File: config.mk
export PLATFORM = sky130hd
export DESIGN_NAME = llsc_cpl_handler
export DESIGN_NICKNAME = d
export VERILOG_FILES = /design/src/rtl/llsc_cpl_pkg.sv /design/src/rtl/llsc_op_decode.sv /design/src/rtl/llsc_rsp_data.sv /design/src/rtl/llsc_cpl_handler.sv
export SDC_FILE = /design/constraint.sdc
export NUM_CORES = 1
export LEC_CHECK = 0
export ABC_CLOCK_PERIOD_IN_PS = 2100
export BUFFER_PORTS_ARGS = -buffer_cell sky130_fd_sc_hd__buf_2
export CAP_MARGIN = 0
export CORE_ASPECT_RATIO = 0.9
export CORE_MARGIN = 4
export CORE_UTILIZATION = 45
export CTS_CLUSTER_DIAMETER = 200
export DETAILED_ROUTE_END_ITERATION = 7
export PLACE_DENSITY = 0.79
export SLEW_MARGIN = 20
export SYNTH_ARGS = -nofsm -noshare
export SYNTH_HDL_FRONTEND = slang
export SYNTH_SLANG_ARGS = --single-unit
File: constraint.sdc
create_clock -name clk -period 2.1 [get_ports clk]
set_input_delay 0.21 -clock clk [delete_from_list [all_inputs] [get_ports clk]]
set_output_delay 0.21 -clock clk [all_outputs]
set_load 0.03 [all_outputs]
File: src/rtl/llsc_cpl_pkg.sv
package llsc_cpl_pkg;

    typedef enum logic [1:0] {
        OP_READ  = 2'd0,
        OP_WRITE = 2'd1,
        OP_LL    = 2'd2,
        OP_SC    = 2'd3
    } op_kind_e;

    typedef enum logic [1:0] {
        ST_IDLE = 2'd0,
        ST_MEM  = 2'd1,
        ST_RSP  = 2'd2
    } fsm_e;

endpackage

File: src/rtl/llsc_op_decode.sv
module llsc_op_decode
    import llsc_cpl_pkg::*;
(
    input  logic [1:0] kind_i,
    input  logic       sc_ok_i,
    input  logic       mem_en_i,
    output logic [1:0] kind_o,
    output logic       status_o,
    output logic       mem_use_o,
    output logic       mem_write_o
);
    logic sc_fail;

    always_comb begin
        sc_fail = (kind_i == OP_SC) && !sc_ok_i;
        unique case (kind_i)
            OP_LL:   kind_o = OP_READ;
            OP_SC:   kind_o = sc_ok_i ? OP_WRITE : OP_SC;
            default: kind_o = kind_i;
        endcase
        status_o    = !sc_fail;
        mem_use_o   = mem_en_i && !sc_fail;
        mem_write_o = (kind_o == OP_WRITE);
    end
endmodule

File: src/rtl/llsc_rsp_data.sv
module llsc_rsp_data #(
    parameter int DATA_W = 32
) (
    input  logic [1:0]        kind_i,
    input  logic [DATA_W-1:0] rdata_i,
    output logic [DATA_W-1:0] data_o
);
    // Only a memory-backed read carries payload back to the requester.
    always_comb begin
        data_o = (kind_i == llsc_cpl_pkg::OP_READ) ? rdata_i : '0;
    end
endmodule

File: src/rtl/llsc_cpl_handler.sv
module llsc_cpl_handler
    import llsc_cpl_pkg::*;
#(
    parameter int ID_W   = 4,
    parameter int ADDR_W = 16,
    parameter int DATA_W = 32
) (
    input  logic              clk,
    input  logic              rst_n,
    input  logic              cfg_mem_en,
    input  logic              cpl_valid,
    output logic              cpl_ready,
    input  logic [ID_W-1:0]   cpl_id,
    input  logic [1:0]        cpl_kind,
    input  logic              cpl_sc_ok,
    input  logic              cpl_need_rsp,
    input  logic [ADDR_W-1:0] cpl_addr,
    input  logic [DATA_W-1:0] cpl_wdata,
    output logic              mem_req_valid,
    output logic              mem_req_write,
    output logic [ADDR_W-1:0] mem_req_addr,
    output logic [DATA_W-1:0] mem_req_wdata,
    input  logic              mem_ack,
    input  logic [DATA_W-1:0] mem_rdata,
    output logic              rsp_valid,
    output logic [ID_W-1:0]   rsp_id,
    output logic [1:0]        rsp_kind,
    output logic              rsp_status,
    output logic [DATA_W-1:0] rsp_data
);
    typedef struct packed {
        fsm_e              st;
        logic [ID_W-1:0]   id;
        logic [1:0]        kind;
        logic              status;
        logic              need;
        logic              wr;
        logic [ADDR_W-1:0] addr;
        logic [DATA_W-1:0] wdata;
        logic [DATA_W-1:0] rdata;
    } regs_t;

    regs_t r_d, r_q;

    logic [1:0]        dec_kind;
    logic              dec_status;
    logic              dec_mem;
    logic              dec_wr;
    logic [DATA_W-1:0] ret_data;

    llsc_op_decode u_dec (
        .kind_i      (cpl_kind),
        .sc_ok_i     (cpl_sc_ok),
        .mem_en_i    (cfg_mem_en),
        .kind_o      (dec_kind),
        .status_o    (dec_status),
        .mem_use_o   (dec_mem),
        .mem_write_o (dec_wr)
    );

    llsc_rsp_data #(.DATA_W(DATA_W)) u_data (
        .kind_i  (r_q.kind),
        .rdata_i (mem_rdata),
        .data_o  (ret_data)
    );

    always_comb begin
        r_d = r_q;
        unique case (r_q.st)
            ST_IDLE: begin
                if (cpl_valid) begin
                    r_d.id     = cpl_id;
                    r_d.kind   = dec_kind;
                    r_d.status = dec_status;
                    r_d.need   = cpl_need_rsp;
                    r_d.wr     = dec_wr;
                    r_d.addr   = cpl_addr;
                    r_d.wdata  = cpl_wdata;
                    r_d.rdata  = '0;
                    if (dec_mem) begin
                        r_d.st = ST_MEM;
                    end else if (cpl_need_rsp) begin
                        r_d.st = ST_RSP;
                    end
                end
            end
            ST_MEM: begin
                if (mem_ack) begin
                    r_d.rdata = ret_data;
                    r_d.st    = r_q.need ? ST_RSP : ST_IDLE;
                end
            end
            ST_RSP: begin
                r_d.st = ST_IDLE;
            end
            default: begin
                r_d.st = ST_IDLE;
            end
        endcase
    end

    always_ff @(posedge clk or negedge rst_n) begin
        if (!rst_n) begin
            r_q <= '0;
        end else begin
            r_q <= r_d;
        end
    end

    assign cpl_ready     = (r_q.st == ST_IDLE);
    assign mem_req_valid = (r_q.st == ST_MEM);
    assign mem_req_write = r_q.wr;
    assign mem_req_addr  = r_q.addr;
    assign mem_req_wdata = r_q.wdata;
    assign rsp_valid     = (r_q.st == ST_RSP);
    assign rsp_id        = r_q.id;
    assign rsp_kind      = r_q.kind;
    assign rsp_status    = r_q.status;
    assign rsp_data      = r_q.rdata;

endmodule

==> key figures <==
Run status
  – Status: finished, final reports clean

Place
  – Placed cell area: 4470 µm²
  – Inst Count DP: 617
  – Port buffer count: 183
  – GP Congestion: 0.789
  – Post-DP HPWL: 6630 µm
  – Post-Place Worst Slack: 0.372 ns

Synth
  – Sequential area share after synthesis: 55.6%
  – Syn. warnings: 0
  – Post-Syn Nets: 508
  – Post-synth top area cell: dfrtp_1
  – Seq cells post-synth: 91
  – Number of synthesized flops with an enable pin: 0
  – Post-synthesis cell count: 415
  – Mean post-synth cell area: 9.86 µm²
  – Synth unique cells: 22
  – Top cell type's share of synthesized area: 55.6%
  – Synth Area in Adders: 0%
  – Complex-gate fraction of the synthesized area: 7.98%
  – Simple-Gate Fraction of Synth Area: 17.2%
  – Post-Syn Area: 4090 µm²
  – Async S/R FF share, synth: 100%
  – Synth Area in XOR/XNOR: 0%
  – Synth top area cells: dfrtp_1, buf_4, nand2_1
  – Post-synthesis mux area share: 0.245%
  – Top_reg_cell synth: dfrtp_1
  – Largest family of logic cells by synthesized area: buffers and inverters

Worst hold path
  – Hold WC Path Type: primary input to register

GRT
  – Grt total ovfl: 0
  – Vias in the first global route: 2913
  – First-pass GRT wire length: 14000 µm
  – Overall global routing resource usage: 16.4%
  – Initial antenna violation count: 0
  – Largest net degree at the start of global routing: 56

Pwr
  – Seq pwr share: 43.9%
  – Tot Pwr: 5.28 mW
  – Worst IR Drop VDD: 0.458 mV
  – Sw Ratio: 39.6%
  – Power per cell area: 1130 nW/µm²
  – Comb pwr share: 34.3%
  – Int Pwr: 3.19 mW
  – P_leak: 2.75 nW
  – Clock share of power: 21.8%
  – Net Sw Power: 2.09 mW

Finish
  – Synth-to-Final Area Change: 14.2%
  – Antenna diodes: 0
  – Fin cells: 634
  – Nets: 603
  – Post-route cell area: 4670 µm²
  – Most frequent cells in the layout: buf_2, nand2_1, dfrtp_1
  – Commonest non-fill, non-tap cell in the layout: buf_2
  – Final core occ: 53.5%
  – Fraction of layout cells with a size suffix above 1: 40.4%

Timing
  – Maximum clock frequency: 578 MHz
  – Hold Vio Cnt, Final: 0
  – Slew Limit Fails: 0
  – Normalized max-slew margin: 63.8%
  – WHS: 0.0515 ns
  – Post-Route Setup TNS: 0 ns
  – Final WS setup: 0.370 ns
  – Setup violators final: 0
  – Period utilisation layout: 82.4%
  – Layout Skew: 0.00872 ns
  – Post-layout min period: 1.73 ns
  – Slew @ Worst Pin: 0.542 ns
  – RSZ-0062 raised after global routing: no

Detailed routing
  – Wirelength per Cell: 13.9 µm
  – Drc violations: 0
  – Routed Antenna Nets: 0
  – Via count: 2907
  – DRT iter0 DRCs: 185
  – DR pass1 iterations: 4
  – Post-Route WL: 8800 µm
  – Vias per cell: 4.59

Worst setup path
  – CP Max Fanout: 21
  – Data arrival, critical path: 1.96 ns
  – Worst EP required: 2.32 ns
  – CP max-delay cell: or3b_2
  – Worst setup EP type: register
  – CP Buf/Inv Count: 1
  – Worst Setup Path Type: register to register
  – Crit-path max cell delay: 0.71 ns
  – CP most frequent cell: nand2_1
  – CP delay by family, top: simple AND/OR/NAND/NOR gates
  – Crit path launch type: register
  – Crit-path cells: or3b_2, buf_4, nand2_1, nand2_1

Floorplanning
  – Ports: 184
  – Die width: 109 µm
  – Starting Density: 46.9%
  – Die Area: 10700 µm²
  – # rows: 32
  – Core area: 8730 µm²
  – Height of the chip: 98.5 µm

CTS
  – Clock transition at path regs: 0.09 ns
  – Post-CTS sizing: 0
  – Post-CTS Setup Repair Bufs: 0
  – CTS tree: built
  – CTS max path bufs: 2
  – Clock Sinks: 91
  – CTS H-tree lvls: 3
  – Clk_lat worst skew: 0.34 ns
  – Root Buffer: clkbuf_8
  – Cts bufs inserted: 9
  – # hold bufs at CTS: 1

Flow run
  – Max-cap violation count: 0
## cell type report
| class | count | area (µm²) |
|---|---|---|
| Timing Repair Buffer | 190 | 998 |
| Clock buffer | 10 | 128 |
| Sequential cell | 91 | 2280 |
| Multi-Input combinational cell | 216 | 1050 |
| Clock inverter | 6 | 65.1 |
| Tap cell | 119 | 149 |
| Inverter | 2 | 7.51 |
| Fill cell | 800 | 4060 |
## worst min-delay path: stages
cell,delay [ns]
buf_2,0.07
nand2_1,0.04
nand2_1,0.05
## synthesized netlist by cell type, drive strengths merged, types with 2 or more instances
cell type,n
a22o,32
dfrtp,91
nor2,4
buf,101
clkbuf,5
o21ai,2
inv,2
a21o,2
nand2,165
## final timing paths
kind | from | end | slack (ns) | cells after the start
min in group asynchronous | rst_n | mem_req_wdata[12] | 0.38 | 2
max in group asynchronous | rst_n | rsp_data[7] | 1.07 | 3
setup reg to reg | r_q[89] | mem_req_addr[9] | 0.37 | 4
hold / removal | cpl_wdata[15] | mem_req_wdata[15] | 0.05 | 3
setup / recovery | r_q[89] | mem_req_addr[9] | 0.37 | 4
hold reg to reg | mem_req_wdata[9] | mem_req_wdata[9] | 0.48 | 2
## layer usage
layer / share of wire [%] / global-route usage (%)
met1: 42 / 21.9
met2: 49 / 25.7
met5: 0 / 0
met4: 2.6 / 7.48
met3: 6.2 / 3.47
## flip-flops by register name (all words and copies together) (netlist names)
name and count:
mem_req_wdata 32, rsp_data 32, mem_req_addr 16, rsp_id 4, r_q 3, rsp_kind 2
mem_req_write 1, rsp_status 1
## cells by family after synthesis
group,Yosys count
simple gates,177
buf+inv,108
flops,91
compound gates,38
mux,1
## power by group through the flow
stage	sequential (mW)	combinational (mW)	clock [mW]
6_report	2.32	1.81	1.15
5_1_grt	2.36	1.95	1.28
4_1_cts	2.32	1.84	1.19
3_5_place_dp	2.34	1.84	0
3_3_place_gp	2.33	1.80	0
2_1_floorplan	2.31	1.73	0
(Power assumes the default switching activity.)
